## config.mk

```make
export PLATFORM = sky130hd
export DESIGN_NAME = uart_fracstop
export DESIGN_NICKNAME = d
export VERILOG_FILES = /design/src/rtl/uart_fs_pkg.sv /design/src/rtl/uart_fs_baud.sv /design/src/rtl/uart_fs_fifo.sv /design/src/rtl/uart_fs_tx.sv /design/src/rtl/uart_fs_rx.sv /design/src/rtl/uart_fracstop.sv
export SDC_FILE = /design/constraint.sdc
export NUM_CORES = 1
export LEC_CHECK = 0
export CAP_MARGIN = 20
export CORE_MARGIN = 4
export CORE_UTILIZATION = 40
export DETAILED_ROUTE_END_ITERATION = 6
export REMOVE_ABC_BUFFERS = 1
export SETUP_SLACK_MARGIN = 0.1
export SKIP_CTS_REPAIR_TIMING = 1
export SYNTH_ARGS = -nofsm -noshare
export SYNTH_HDL_FRONTEND = slang
export SYNTH_SLANG_ARGS = --single-unit
```

## constraint.sdc

```tcl
create_clock -name clk -period 7.3 [get_ports clk]
set_input_delay 1.825 -clock clk [delete_from_list [all_inputs] [get_ports clk]]
set_output_delay 1.825 -clock clk [all_outputs]
set_load 0.005 [all_outputs]
```

## src/rtl/uart_fs_pkg.sv

```systemverilog
package uart_fs_pkg;

    localparam int OVS = 16;

    localparam logic [1:0] ADR_DIV  = 2'd0;
    localparam logic [1:0] ADR_FMT  = 2'd1;
    localparam logic [1:0] ADR_MASK = 2'd2;
    localparam logic [1:0] ADR_CLR  = 2'd3;

    localparam int SRC_RXAV  = 0;
    localparam int SRC_TXMT  = 1;
    localparam int SRC_PAR   = 2;
    localparam int SRC_FRM   = 3;
    localparam int SRC_OVR   = 4;
    localparam int NUM_SRC   = 5;

    typedef enum logic [1:0] {
        PAR_NONE  = 2'd0,
        PAR_EVEN  = 2'd1,
        PAR_ODD   = 2'd2,
        PAR_NONE3 = 2'd3
    } par_mode_e;

    // layout matches the format register, bit 9 down to bit 0
    typedef struct packed {
        logic       cts_en;
        logic [4:0] stop_len;
        par_mode_e  par;
        logic [1:0] len_code;
    } frame_cfg_t;

    localparam frame_cfg_t FMT_RESET = '{cts_en: 1'b0, stop_len: 5'd15,
                                         par: PAR_NONE, len_code: 2'd3};

    typedef enum logic [2:0] {
        LN_IDLE, LN_START, LN_DATA, LN_PAR, LN_STOP
    } line_st_e;

    function automatic logic [3:0] nbits(input logic [1:0] code);
        return 4'd5 + {2'b00, code};
    endfunction

    function automatic logic [7:0] len_mask(input logic [1:0] code);
        return 8'hFF >> (2'd3 - code);
    endfunction

    function automatic logic par_used(input par_mode_e m);
        return (m == PAR_EVEN) || (m == PAR_ODD);
    endfunction

    function automatic logic par_calc(input logic [7:0] d, input logic [1:0] code,
                                      input par_mode_e m);
        logic p;
        p = ^(d & len_mask(code));
        return (m == PAR_ODD) ? ~p : p;
    endfunction

    // receiver shifts in from the top: the character sits in the upper bits
    function automatic logic [7:0] rx_align(input logic [7:0] sh, input logic [1:0] code);
        return sh >> (2'd3 - code);
    endfunction

endpackage

```

## src/rtl/uart_fs_baud.sv

```systemverilog
module uart_fs_baud #(
    parameter int DIV_W = 16
) (
    input  logic             clk,
    input  logic             rst,
    input  logic [DIV_W-1:0] divisor,
    output logic             tick
);
    logic [DIV_W-1:0] cnt;
    logic [DIV_W-1:0] limit;

    assign limit = (divisor == '0) ? '0 : divisor - 1'b1;

    always_ff @(posedge clk) begin
        if (rst) begin
            cnt  <= '0;
            tick <= 1'b0;
        end else if (cnt >= limit) begin
            cnt  <= '0;
            tick <= 1'b1;
        end else begin
            cnt  <= cnt + 1'b1;
            tick <= 1'b0;
        end
    end
endmodule

```

## src/rtl/uart_fs_fifo.sv

```systemverilog
module uart_fs_fifo #(
    parameter int W     = 8,
    parameter int DEPTH = 8,
    localparam int AW   = $clog2(DEPTH)
) (
    input  logic         clk,
    input  logic         rst,
    input  logic         push,
    input  logic [W-1:0] wdata,
    input  logic         pop,
    output logic [W-1:0] rdata,
    output logic         full,
    output logic         empty,
    output logic [AW:0]  count
);
    logic [W-1:0]  mem [DEPTH];
    logic [AW-1:0] wp, rp;
    logic          do_push, do_pop;

    assign full    = (count == DEPTH[AW:0]);
    assign empty   = (count == '0);
    assign do_pop  = pop && !empty;
    assign do_push = push && (!full || do_pop);
    assign rdata   = mem[rp];

    always_ff @(posedge clk) begin
        if (do_push) mem[wp] <= wdata;
    end

    always_ff @(posedge clk) begin
        if (rst) begin
            wp    <= '0;
            rp    <= '0;
            count <= '0;
        end else begin
            if (do_push) wp <= (wp == AW'(DEPTH-1)) ? '0 : wp + 1'b1;
            if (do_pop)  rp <= (rp == AW'(DEPTH-1)) ? '0 : rp + 1'b1;
            case ({do_push, do_pop})
                2'b10:   count <= count + 1'b1;
                2'b01:   count <= count - 1'b1;
                default: count <= count;
            endcase
        end
    end
endmodule

```

## src/rtl/uart_fs_tx.sv

```systemverilog
module uart_fs_tx
    import uart_fs_pkg::*;
(
    input  logic       clk,
    input  logic       rst,
    input  logic       tick,
    input  logic [1:0] len_code,
    input  par_mode_e  par,
    input  logic [4:0] stop_len,
    input  logic       cts_en,
    input  logic       cts_n,
    input  logic       fifo_empty,
    input  logic [7:0] fifo_data,
    output logic       fifo_pop,
    output logic       txd,
    output logic       busy
);
    line_st_e   st;
    logic [4:0] tcnt;
    logic [2:0] bitn;
    logic [7:0] shreg;
    logic       parb;
    logic [1:0] cur_len;
    par_mode_e  cur_par;
    logic [4:0] cur_stop;
    logic       last_bit;

    assign fifo_pop = (st == LN_IDLE) && !fifo_empty && !(cts_en && cts_n);
    assign busy     = (st != LN_IDLE);
    assign last_bit = ({1'b0, bitn} == nbits(cur_len) - 4'd1);

    always_ff @(posedge clk) begin
        if (rst) begin
            st       <= LN_IDLE;
            txd      <= 1'b1;
            tcnt     <= '0;
            bitn     <= '0;
            shreg    <= '0;
            parb     <= 1'b0;
            cur_len  <= 2'd3;
            cur_par  <= PAR_NONE;
            cur_stop <= 5'd15;
        end else begin
            case (st)
                LN_IDLE: if (fifo_pop) begin
                    st       <= LN_START;
                    txd      <= 1'b0;
                    tcnt     <= '0;
                    shreg    <= fifo_data;
                    parb     <= par_calc(fifo_data, len_code, par);
                    cur_len  <= len_code;
                    cur_par  <= par;
                    cur_stop <= stop_len;
                end
                LN_START: if (tick) begin
                    if (tcnt == 5'd15) begin
                        st    <= LN_DATA;
                        tcnt  <= '0;
                        bitn  <= '0;
                        txd   <= shreg[0];
                        shreg <= shreg >> 1;
                    end else tcnt <= tcnt + 1'b1;
                end
                LN_DATA: if (tick) begin
                    if (tcnt == 5'd15) begin
                        tcnt <= '0;
                        if (last_bit) begin
                            st  <= par_used(cur_par) ? LN_PAR : LN_STOP;
                            txd <= par_used(cur_par) ? parb : 1'b1;
                        end else begin
                            bitn  <= bitn + 1'b1;
                            txd   <= shreg[0];
                            shreg <= shreg >> 1;
                        end
                    end else tcnt <= tcnt + 1'b1;
                end
                LN_PAR: if (tick) begin
                    if (tcnt == 5'd15) begin
                        st   <= LN_STOP;
                        tcnt <= '0;
                        txd  <= 1'b1;
                    end else tcnt <= tcnt + 1'b1;
                end
                LN_STOP: if (tick) begin
                    if (tcnt == cur_stop) begin
                        st   <= LN_IDLE;
                        tcnt <= '0;
                    end else tcnt <= tcnt + 1'b1;
                end
                default: begin
                    st  <= LN_IDLE;
                    txd <= 1'b1;
                end
            endcase
        end
    end
endmodule

```

## src/rtl/uart_fs_rx.sv

```systemverilog
module uart_fs_rx
    import uart_fs_pkg::*;
(
    input  logic       clk,
    input  logic       rst,
    input  logic       tick,
    input  logic       rxs,
    input  logic [1:0] len_code,
    input  par_mode_e  par,
    output logic       done,
    output logic [7:0] data,
    output logic       par_err,
    output logic       frm_err
);
    line_st_e   st;
    logic [3:0] tcnt;
    logic [2:0] bitn;
    logic [7:0] shreg;
    logic       par_smp;
    logic [1:0] cur_len;
    par_mode_e  cur_par;
    logic [7:0] aligned;

    assign aligned = rx_align(shreg, cur_len);

    always_ff @(posedge clk) begin
        if (rst) begin
            st      <= LN_IDLE;
            tcnt    <= '0;
            bitn    <= '0;
            shreg   <= '0;
            par_smp <= 1'b0;
            cur_len <= 2'd3;
            cur_par <= PAR_NONE;
            done    <= 1'b0;
            data    <= '0;
            par_err <= 1'b0;
            frm_err <= 1'b0;
        end else begin
            done <= 1'b0;
            case (st)
                LN_IDLE: if (tick && !rxs) begin
                    st      <= LN_START;
                    tcnt    <= '0;
                    cur_len <= len_code;
                    cur_par <= par;
                end
                LN_START: if (tick) begin
                    if (tcnt == 4'd7) begin
                        tcnt <= '0;
                        bitn <= '0;
                        st   <= rxs ? LN_IDLE : LN_DATA;
                    end else tcnt <= tcnt + 1'b1;
                end
                LN_DATA: if (tick) begin
                    if (tcnt == 4'd15) begin
                        tcnt  <= '0;
                        shreg <= {rxs, shreg[7:1]};
                        if ({1'b0, bitn} == nbits(cur_len) - 4'd1)
                            st <= par_used(cur_par) ? LN_PAR : LN_STOP;
                        else
                            bitn <= bitn + 1'b1;
                    end else tcnt <= tcnt + 1'b1;
                end
                LN_PAR: if (tick) begin
                    if (tcnt == 4'd15) begin
                        tcnt    <= '0;
                        par_smp <= rxs;
                        st      <= LN_STOP;
                    end else tcnt <= tcnt + 1'b1;
                end
                LN_STOP: if (tick) begin
                    if (tcnt == 4'd15) begin
                        tcnt    <= '0;
                        st      <= LN_IDLE;
                        done    <= 1'b1;
                        data    <= aligned;
                        par_err <= par_used(cur_par) &&
                                   (par_smp != par_calc(aligned, cur_len, cur_par));
                        frm_err <= !rxs;
                    end else tcnt <= tcnt + 1'b1;
                end
                default: st <= LN_IDLE;
            endcase
        end
    end
endmodule

```

## src/rtl/uart_fracstop.sv

```systemverilog
module uart_fracstop
    import uart_fs_pkg::*;
#(
    parameter int DIV_W    = 16,
    parameter int TX_DEPTH = 8,
    parameter int RX_DEPTH = 8,
    localparam int RX_CW   = $clog2(RX_DEPTH) + 1,
    localparam int TX_CW   = $clog2(TX_DEPTH) + 1
) (
    input  logic        clk,
    input  logic        rst,
    input  logic        cfg_wr,
    input  logic [1:0]  cfg_addr,
    input  logic [15:0] cfg_wdata,
    input  logic        tx_push,
    input  logic [7:0]  tx_data,
    output logic        tx_full,
    input  logic        rx_pop,
    output logic [7:0]  rx_data,
    output logic        rx_empty,
    output logic [2:0]  err_flags,
    output logic        irq,
    output logic        txd,
    input  logic        rxd,
    input  logic        cts_n,
    output logic        rts_n
);
    logic [DIV_W-1:0]   divisor;
    frame_cfg_t         fmt_q;
    logic [NUM_SRC-1:0] irq_mask;
    logic [NUM_SRC-1:0] irq_src;
    logic [2:0]         err_set, err_clr;

    logic        tick;
    logic [1:0]  rx_sync;
    logic        tx_empty, tx_pop, tx_busy;
    logic [7:0]  tx_head;
    logic [TX_CW-1:0] tx_count;
    logic        rx_done, rx_perr, rx_ferr, rx_full;
    logic [7:0]  rx_word;
    logic [RX_CW-1:0] rx_count;

    // register writes
    always_ff @(posedge clk) begin
        if (rst) begin
            divisor  <= DIV_W'(1);
            fmt_q    <= FMT_RESET;
            irq_mask <= '0;
        end else if (cfg_wr) begin
            case (cfg_addr)
                ADR_DIV:  divisor  <= cfg_wdata[DIV_W-1:0];
                ADR_FMT:  fmt_q    <= frame_cfg_t'(cfg_wdata[9:0]);
                ADR_MASK: irq_mask <= cfg_wdata[NUM_SRC-1:0];
                default:  ;
            endcase
        end
    end

    assign err_clr = (cfg_wr && cfg_addr == ADR_CLR) ? cfg_wdata[2:0] : 3'b000;
    assign err_set = {rx_done && rx_full && !rx_pop,
                      rx_done && rx_ferr,
                      rx_done && rx_perr};

    always_ff @(posedge clk) begin
        if (rst) err_flags <= '0;
        else     err_flags <= (err_flags & ~err_clr) | err_set;
    end

    always_ff @(posedge clk) begin
        if (rst) rx_sync <= 2'b11;
        else     rx_sync <= {rx_sync[0], rxd};
    end

    uart_fs_baud #(.DIV_W(DIV_W)) u_baud (
        .clk(clk), .rst(rst), .divisor(divisor), .tick(tick)
    );

    uart_fs_fifo #(.W(8), .DEPTH(TX_DEPTH)) u_txq (
        .clk(clk), .rst(rst), .push(tx_push), .wdata(tx_data), .pop(tx_pop),
        .rdata(tx_head), .full(tx_full), .empty(tx_empty), .count(tx_count)
    );

    uart_fs_tx u_tx (
        .clk(clk), .rst(rst), .tick(tick),
        .len_code(fmt_q.len_code), .par(fmt_q.par), .stop_len(fmt_q.stop_len),
        .cts_en(fmt_q.cts_en), .cts_n(cts_n),
        .fifo_empty(tx_empty), .fifo_data(tx_head), .fifo_pop(tx_pop),
        .txd(txd), .busy(tx_busy)
    );

    uart_fs_rx u_rx (
        .clk(clk), .rst(rst), .tick(tick), .rxs(rx_sync[1]),
        .len_code(fmt_q.len_code), .par(fmt_q.par),
        .done(rx_done), .data(rx_word), .par_err(rx_perr), .frm_err(rx_ferr)
    );

    uart_fs_fifo #(.W(8), .DEPTH(RX_DEPTH)) u_rxq (
        .clk(clk), .rst(rst), .push(rx_done), .wdata(rx_word), .pop(rx_pop),
        .rdata(rx_data), .full(rx_full), .empty(rx_empty), .count(rx_count)
    );

    assign rts_n = (rx_count >= RX_CW'(RX_DEPTH - 1));

    always_comb begin
        irq_src           = '0;
        irq_src[SRC_RXAV] = !rx_empty;
        irq_src[SRC_TXMT] = tx_empty && !tx_busy;
        irq_src[SRC_PAR]  = err_flags[0];
        irq_src[SRC_FRM]  = err_flags[1];
        irq_src[SRC_OVR]  = err_flags[2];
    end

    assign irq = |(irq_src & irq_mask);

    logic unused_ok;
    assign unused_ok = ^tx_count;
endmodule

```

---- After elaboration in Yosys (flattened, before gate mapping) ----
Memories as Yosys holds them, arrays and structs flattened. A register that Yosys moved wholly into a read port is not among the register bits.
Index checks and enable logic that the tools add are counted.
word-level totals
  flip-flop bits (word level) ............. 137
  memory bits (writable) .................. 128
  input bits .............................. 33
  output and inout port bits .............. 16
  word-level logic and storage cells ...... 281
  memories kept ........................... 2
memories
  memory     depth  bits a word  rd ports  clocked after memory_dff  write ports  RTL line            source
  u_rxq.mem  8      8            1         1                         1            uart_fs_fifo.sv:16  logic [W-1:0] mem [DEPTH];
  u_txq.mem  8      8            1         1                         1            uart_fs_fifo.sv:16
cells by class
  $add $sub $neg .......................... 20
  order comparisons ....................... 2
  eq/ne operators ......................... 57
  shifts and indexed selects .............. 3
  multiplexer cells ....................... 86
  bitwise logic cells ..................... 11
  reduce and logical (&&, ||, !) cells .... 64
operators by type and width
  cell                                                number
  two-way mux 3 bit                                   41
  two-way mux 8 bit                                   6
  case mux 3 bit (5 select lines)                     2
  != test 2 x 1 -> 1 bit, second input constant       13
  two-way mux 5 bit                                   5
  case mux 8 bit (3 select lines)                     1
  != test 2 bit, second input constant                11
  two-way mux 4 bit                                   5
  AND reduction 10 bit                                2
  adder 3 x 1 -> 3 bit, second input constant         6
  equality test 3 bit, second input constant          6
  two-way mux 1 bit                                   17
  adder 16 x 1 -> 16 bit, second input constant       1
  AND 8 bit                                           2
  greater-or-equal comparator 16 bit                  1
  zero test 16 bit                                    1
  two-way mux 16 bit                                  1
  case mux 4 bit (2 select lines)                     2
  parity 8 bit                                        2
  >> shifter 8 x 2 -> 8 bit, first input constant     2
  subtractor 16 x 1 -> 16 bit, second input constant  1
  subtractor 4 x 1 -> 4 bit, second input constant    4
  logical AND 1 bit                                   15
  case mux 5 bit (3 select lines)                     1
  other kinds (41)                                    95

---- Depth between registers and ports, before layout ----
Gate-level depths: netlist (run 1).
  depth after elaboration ................. 9
  mapped depth ............................ 16
  gate-level depth less buffers ........... 14

---- Modules after synthesis ----
From an unflattened synthesis (run 1), not the netlist that was laid out.
second synthesis, totals
  cells, all modules ...................... 1104
  area total of the unflattened synthesis .. 12956.2 um^2
by module, submodules not included
  module                instances  cells each  area each (um^2)  seq. area each (um^2)
  uart_fs_fifo (u_txq)  1          178         3185.6            2182.1
  uart_fs_fifo (u_rxq)  1          170         3088.0            2182.1
  uart_fs_rx            1          211         1851.8            680.7
  uart_fs_tx            1          212         1707.9            600.6
  uart_fs_baud          1          181         1581.5            340.3
  uart_fracstop         1          152         1541.5            720.7

---- Worst setup path before layout (run 1) ----
Ideal clock, no wire load.
  path type ............................... reg-to-output
  start point ............................. register with a tool-made name
  end point ............................... output rx_data[0]
  data arrival time ....................... 2043 ps
  required time ........................... 5475 ps
  path slack .............................. 3432 ps
  stages on the path, launching flop included .. 5
  path buffers ............................ 2
  cell sequence ........................... dfxtp_1 clkbuf_1 buf_1 mux4_2 mux2_2
RTL lines
  item              RTL line             source
  end: declaration  uart_fracstop.sv:19  output logic [7:0] rx_data,

---- Worst setup path in the final report (run 1) ----
  start point ............................. register u_txq.count[0]
  end point ............................... output irq
on the way
  cells in the longest elaborated chain, start to end .. 4
RTL lines
  item                      RTL line              source
  start: declaration        uart_fs_fifo.sv:14    output logic [AW:0] count
  start signal: assignment  uart_fs_fifo.sv:39    2'b10: count <= count + 1'b1;
  start signal: assignment  uart_fs_fifo.sv:40    2'b01: count <= count - 1'b1;
  start signal: assignment  uart_fs_fifo.sv:41    default: count <= count;
  zero test 4 bit           uart_fs_fifo.sv:21    assign empty = (count == '0);
  logical AND 1 bit         uart_fracstop.sv:107  irq_src[SRC_TXMT] = tx_empty && !tx_busy;
  AND 5 bit                 uart_fracstop.sv:113  assign irq = |(irq_src & irq_mask);
  OR reduction 5 bit        uart_fracstop.sv:113
  end: declaration          uart_fracstop.sv:22   output logic irq,
Every way passes these cells.

==> results.toml, run 1 <==
[status]
status = "complete, no violations"

[floorplan]
io_pins = 49
die_h_um = 183
start_util_pct = 41.0
die_width_um = 183
die-area_um2 = 33600
num_rows = 63
design.core.area_um2 = 30000

[power_and_ir_drop]
power.density_nw_per_um2 = 295
swShare_pct = 28.9
internal_power_w = 0.00295
leakagePower_nw = 5.07
power_frac_clock_pct = 33.7
ir_worst_vdd_v = 0.000210
p_comb_share_pct = 22.5
power.switching_w = 0.00120
pwr-share-seq_pct = 43.8

[drt]
drc = 0
firstDrtPassIters = 4
drt-initial-drc-count = 378
route.vias.total = 7920
routed_wl_um = 24100
routedWlPerCell_um = 15.7
viasPerCell = 5.16
antenna_left = 0

[worst_setup_path]
startpoint_type = "flop"
critPathMaxFanout = 5
critPathCaptureType = "output pin"
crit_required_ns = 5.48
cp.arrival_ns = 2.62
worstSetupPathType = "flop to output pin"

[clock_tree]
cts_tree = "done"
cts_buffers = 29
cts_sinks = 271
clk_pin_slew_worst_paths_ns = 0.06
cts-root-buf = "clkbuf_16"
worst_skew_pair.late_latency_ns = 0.54
clockBufferDepth = 3
h-tree-depth = 1

[timing]
hold_viol_final = 0
rsz0062_at_grt = "false"
achievable-frequency_mhz = 225
post-route-min-period_ns = 4.45
fin_crit_sh_pct = 60.9
setup_viol = 0
worst_clock_skew_ns = 0.0102
relSlewSlack_pct = 35.3
slew_violations = 0
worstMarginPinSlew_ns = 0.962
fin_hold_ws_ns = 0.411
finalSetupTns_ns = 0

[final_layout]
layout.nets = 1196
syn2layout_area_growth_pct = 14.4
drive_gt1_share_pct = 11.4
num_antenna_cells = 0

[yosys]
ys_ff_latch = 271
ys.flop_type = "dfxtp_1"
netlist_area_um2 = 12300
syn_area_per_cell_um2 = 11.3
async_flop_share_pct = 0
yosys_warnings = 0
synth_edf_count = 128
syn_inst = 1086
yosysUniqueCellTypes = 69
ys_seq_area_share_pct = 54.5

[placement]
hpwl_um = 16300
io_buffer_count = 48
place.gp.congestion = 0.796

[worst_hold_path]
hp-class = "flop to flop"

[global_routing]
gr-total-overflow = 0
grt_pass1_wl_um = 40000
grt_max_degree = 75
antenna_found_initial = 0
groute.usage.overall_pct = 14.3
first_global_vias = 7800

[job]
cap_violations = 0
[routing by layer]
metal  routed length, um  up-vias  track usage (%)
li1                    -     3989                -
met1               11000     3795             18.8
met2               11800      111             25.1
met3                 917       25             2.20
met4                 382        0             2.83
met5                   0        -                0
[cells by family after synthesis]
| logic type | Yosys count | share of synthesized area [%] |
|---|---|---|
| XOR/XNOR | 56 | 4.17 |
| multiplexers | 97 | 11.8 |
| adder cells (fa/ha/maj) | 41 | 4.29 |
| AO/OA/AOI/OAI | 145 | 7.43 |
| flip-flops | 271 | 54.5 |
| buffers and inverters | 79 | 2.70 |
| AND/OR/NAND/NOR | 397 | 15.1 |
[metrics by stage]
stage / area, um2 / total power [W] / setup WS, ns / instances / utilization, %
after floorplan: 12100 / 0.00254 / 3.21 / 1031 / -
after global placement: 13100 / 0.00277 / 3.06 / 1478 / 43.7
after detailed placement: 13100 / 0.00279 / 3.03 / 1479 / 43.7
after CTS: 14100 / 0.00420 / 2.48 / 1533 / 46.8
after global routing: 14100 / 0.00439 / 2.71 / 1535 / 46.9
final: 14100 / 0.00415 / 2.85 / 1535 / 46.9
[path summary, 6_finish.rpt]
kind | from | endpoint | slack [ns] | depth (start not counted)
worst max register to register | divisor[4] | u_baud.cnt[7] | 3.17 | 14
worst max-delay path | u_txq.count[0] | irq | 2.85 | 4
worst min-delay path | rx_sync[0] | rx_sync[1] | 0.41 | 1
worst min register to register | rx_sync[0] | rx_sync[1] | 0.41 | 1
[sequential cells by signal, indices dropped and copies added (netlist names), 8 cells and up, named ones only]
signal      count
u_rxq.mem      64
u_txq.mem      64
divisor        16
u_baud.cnt     16
fmt_q          10
u_rx.data       8
u_rx.shreg      8
u_tx.shreg      8
[layout make-up]
class / instances / area [um2]
Inverter: 24 / 90.1
Clock inverter: 17 / 148
Clock buffer: 37 / 776
Sequential cell: 271 / 6710
Multi-Input combinational cell: 736 / 5290
Timing Repair Buffer: 60 / 577
Tap cell: 390 / 488
Fill cell: 2726 / 16000
[synthesized netlist by cell type (4+ instances only)]
library cell / n / share of area, %
a21o_1: 6 / 0.37
a21oi_1: 73 / 3.0
a22oi_1: 7 / 0.43
and3_1: 6 / 0.31
buf_1: 5 / 0.15
buf_2: 4 / 0.16
clkbuf_1: 42 / 1.3
dfxtp_1: 143 / 23
edfxtp_1: 128 / 31
ha_1: 39 / 4.0
inv_1: 24 / 0.73
mux2_2: 17 / 1.6
mux2i_1: 42 / 3.4
mux4_2: 31 / 5.7
nand2_1: 136 / 4.1
nand2b_1: 19 / 0.97
nand3_1: 18 / 0.73
nand3b_1: 16 / 0.98
nand4_1: 8 / 0.41
nand4b_1: 4 / 0.28
nor2_1: 109 / 3.3
nor2b_1: 10 / 0.51
nor3_1: 41 / 1.7
nor3b_1: 6 / 0.37
nor4_1: 6 / 0.31
o21ai_0: 22 / 0.89
or3_1: 5 / 0.25
xnor2_1: 27 / 1.9
xor2_1: 26 / 1.9
[power groups by stage]
stage	Combinational [W]	Clock [W]	Sequential (W)
global placement	0.000924	0	0.00185
floorplan	0.000727	0	0.00181
detailed placement	0.000939	0	0.00185
CTS	0.000944	0.00143	0.00182
finish	0.000934	0.00140	0.00182
global route	0.00105	0.00150	0.00184
[cell usage in the layout (no fill, tap or decap), types with 29 or more instances in the layout]
| cell | netlist | layout |
|---|---|---|
| mux4_2 | 31 | 31 |
| a21oi_1 | 73 | 73 |
| nor2_1 | 109 | 109 |
| dfxtp_1 | 143 | 143 |
| nor3_1 | 41 | 37 |
| nand2_1 | 136 | 136 |
| edfxtp_1 | 128 | 128 |
| ha_1 | 39 | 39 |
| clkbuf_16 | 0 | 29 |
| mux2i_1 | 42 | 42 |
| clkdlybuf4s50_1 | 0 | 47 |
[worst max-delay path, stage by stage (launching register included)]
cell             delay [ns]
dfxtp_1                0.36
nor4_1                 0.85
a32oi_1                0.24
nand2_1                0.14
clkdlybuf4s50_1        0.51
Note: power is estimated with default switching activity, not from simulation.
==> inputs of run 2 (changes only) <==
==> constraint.sdc (replaced) <==
create_clock -name clk -period 3.7 [get_ports clk]
set_input_delay 0.925 -clock clk [delete_from_list [all_inputs] [get_ports clk]]
set_output_delay 0.925 -clock clk [all_outputs]
set_load 0.005 [all_outputs]
==> run 2 against run 1 <==
  * Worst hold slack better by 0.0064 ns
  * Utilization up 0.72 points
  * Power up 100%
  * Die area unchanged
  * Critical path depth unchanged
  * Clock skew up 0.010 ns
  * Sequential power up 95%
  * Flip-flop and latch count unchanged
  * Worst setup slack worse by 2.5 ns
  * Clock-buffer cell count up 8
  * Critical endpoint is now rx_data[2]
  * Largest cell class unchanged
==> results.toml, run 2 (synthesized netlist as in run 1, its figures left out) <==
[worst_setup_path]
worstSetupPathType = "flop to output pin"
critPathBufInv = 2
critPathMaxFanout = 16
startpoint_type = "flop"
crit_required_ns = 2.77
crit_chain = "buf_4 -> mux4_2 -> mux2_2 -> clkdlybuf4s50_1"
crit_family = "multiplexers"
critPathCaptureType = "output pin"
cp.arrival_ns = 2.43
r2r_end = "u_baud.cnt[10]"
worstRegToRegCells = 13
r2r_slack_ns = 0.42
r2r_start = "divisor[10]"
critPathMaxStageDelay_ns = 0.54
cpMaxStageDelayCell = "mux4_2"

[clock_tree]
clockBufferDepth = 3
cts_tree = "done"
cts-root-buf = "clkbuf_16"
cts_sinks = 271
clk_pin_slew_worst_paths_ns = 0.06
h-tree-depth = 1
worst_skew_pair.late_latency_ns = 0.54
cts_buffers = 29

[drt]
routed_wl_um = 23900
dr_wl_met2_um = 11500
drt-initial-drc-count = 515
drc = 0
wl_met1_um = 10900
viasPerCell = 5.13
routedWlPerCell_um = 15.3
route.vias.total = 8005
wl_met3_um = 793
highest-signal-layer = "met4"
antenna_left = 0
firstDrtPassIters = 4

[global_routing]
grt_max_degree = 74
antenna_found_initial = 0
grt_pass1_wl_um = 40000
groute.usage.overall_pct = 14.2
first_global_vias = 7851
gr-total-overflow = 0

[job]
cap_violations = 0

[timing]
relSlewSlack_pct = 46.9
worst_clock_skew_ns = 0.0206
achievable-frequency_mhz = 298
fin_crit_sh_pct = 90.7
finalSetupTns_ns = 0
hold_viol_final = 0
worstMarginPinSlew_ns = 0.793
slew_violations = 0
rsz0062_at_grt = "false"
setup_viol = 0
post-route-min-period_ns = 3.35

[worst_hold_path]
holdCritStartpoint = "rx_sync[0]"
hp-class = "flop to flop"
holdPathStages = 1
hold_end = "rx_sync[1]"

[final_layout]
layout.nets = 1222
final_cell_mix = "dfxtp_1 (143), nand2_1 (136), edfxtp_1 (128)"
num_antenna_cells = 0
final_area_um2 = 14300
top_regs = "u_rxq.mem (64), u_txq.mem (64)"
final_common_cell = "dfxtp_1"
final_core_util_pct = 47.6
syn2layout_area_growth_pct = 16.1
drive_gt1_share_pct = 13.4
fillCellCount = 2710

[floorplan]
die_h_um = 183
io_pins = 49
design.core.area_um2 = 30000
die-area_um2 = 33600
num_rows = 63
start_util_pct = 41.0
die_width_um = 183

[placement]
place.gp.congestion = 0.821
placed_area_um2 = 13300
io_buffer_count = 48
hpwl_um = 16500

[power_and_ir_drop]
ir_worst_vdd_v = 0.000387
power.density_nw_per_um2 = 584
leakagePower_nw = 5.23

[status]
status = "complete, no violations"
## run 2: per-stage QoR
step	hold slack, ns	instances	power (W)	worst slack (ns)
3_3_place_gp	0.403	1507	0.00556	0.317
3_5_place_dp	0.406	1507	0.00559	0.285
5_1_grt	0.425	1560	0.00887	0.148
6_report	0.418	1560	0.00835	0.346
2_1_floorplan	0.389	1031	0.00500	0.122
4_1_cts	0.420	1560	0.00847	0.260
## run 2: report_power, final
| part | switching [W] | internal [W] |
|---|---|---|
| Clock | 0.00113 | 0.00172 |
| Sequential | 0.000222 | 0.00332 |
| Combinational | 0.00102 | 0.000948 |
| Total | 0.00236 | 0.00599 |
## run 2: worst max path at each step
stage,from,depth (start not counted),end,slack [ns]
floorplan,divisor[4],13,u_baud.tick,0.12
global placement,divisor[6],14,u_baud.cnt[9],0.32
detailed placement,divisor[6],14,u_baud.cnt[6],0.29
CTS,divisor[6],14,u_baud.cnt[6],0.26
global route,divisor[10],13,u_baud.cnt[10],0.15
finish,flop,4,rx_data[2],0.35
## run 2: area by class of cell
type | count | area (um2) | share of cell area, %
Clock buffer | 45 | 852 | 5.96
Clock inverter | 8 | 98.8 | 0.692
Tap cell | 390 | 488 | 3.41
Multi-Input combinational cell | 736 | 5280 | 37.0
Timing Repair Buffer | 86 | 776 | 5.43
Sequential cell | 271 | 6710 | 46.9
Inverter | 24 | 90.1 | 0.630
## run 2: per-layer routing
metal | track usage [%] | vias to the layer above
met5 | 0 | -
met4 | 4.02 | 0
met3 | 2.14 | 45
met2 | 24.4 | 115
met1 | 18.8 | 3807
li1 | - | 4038
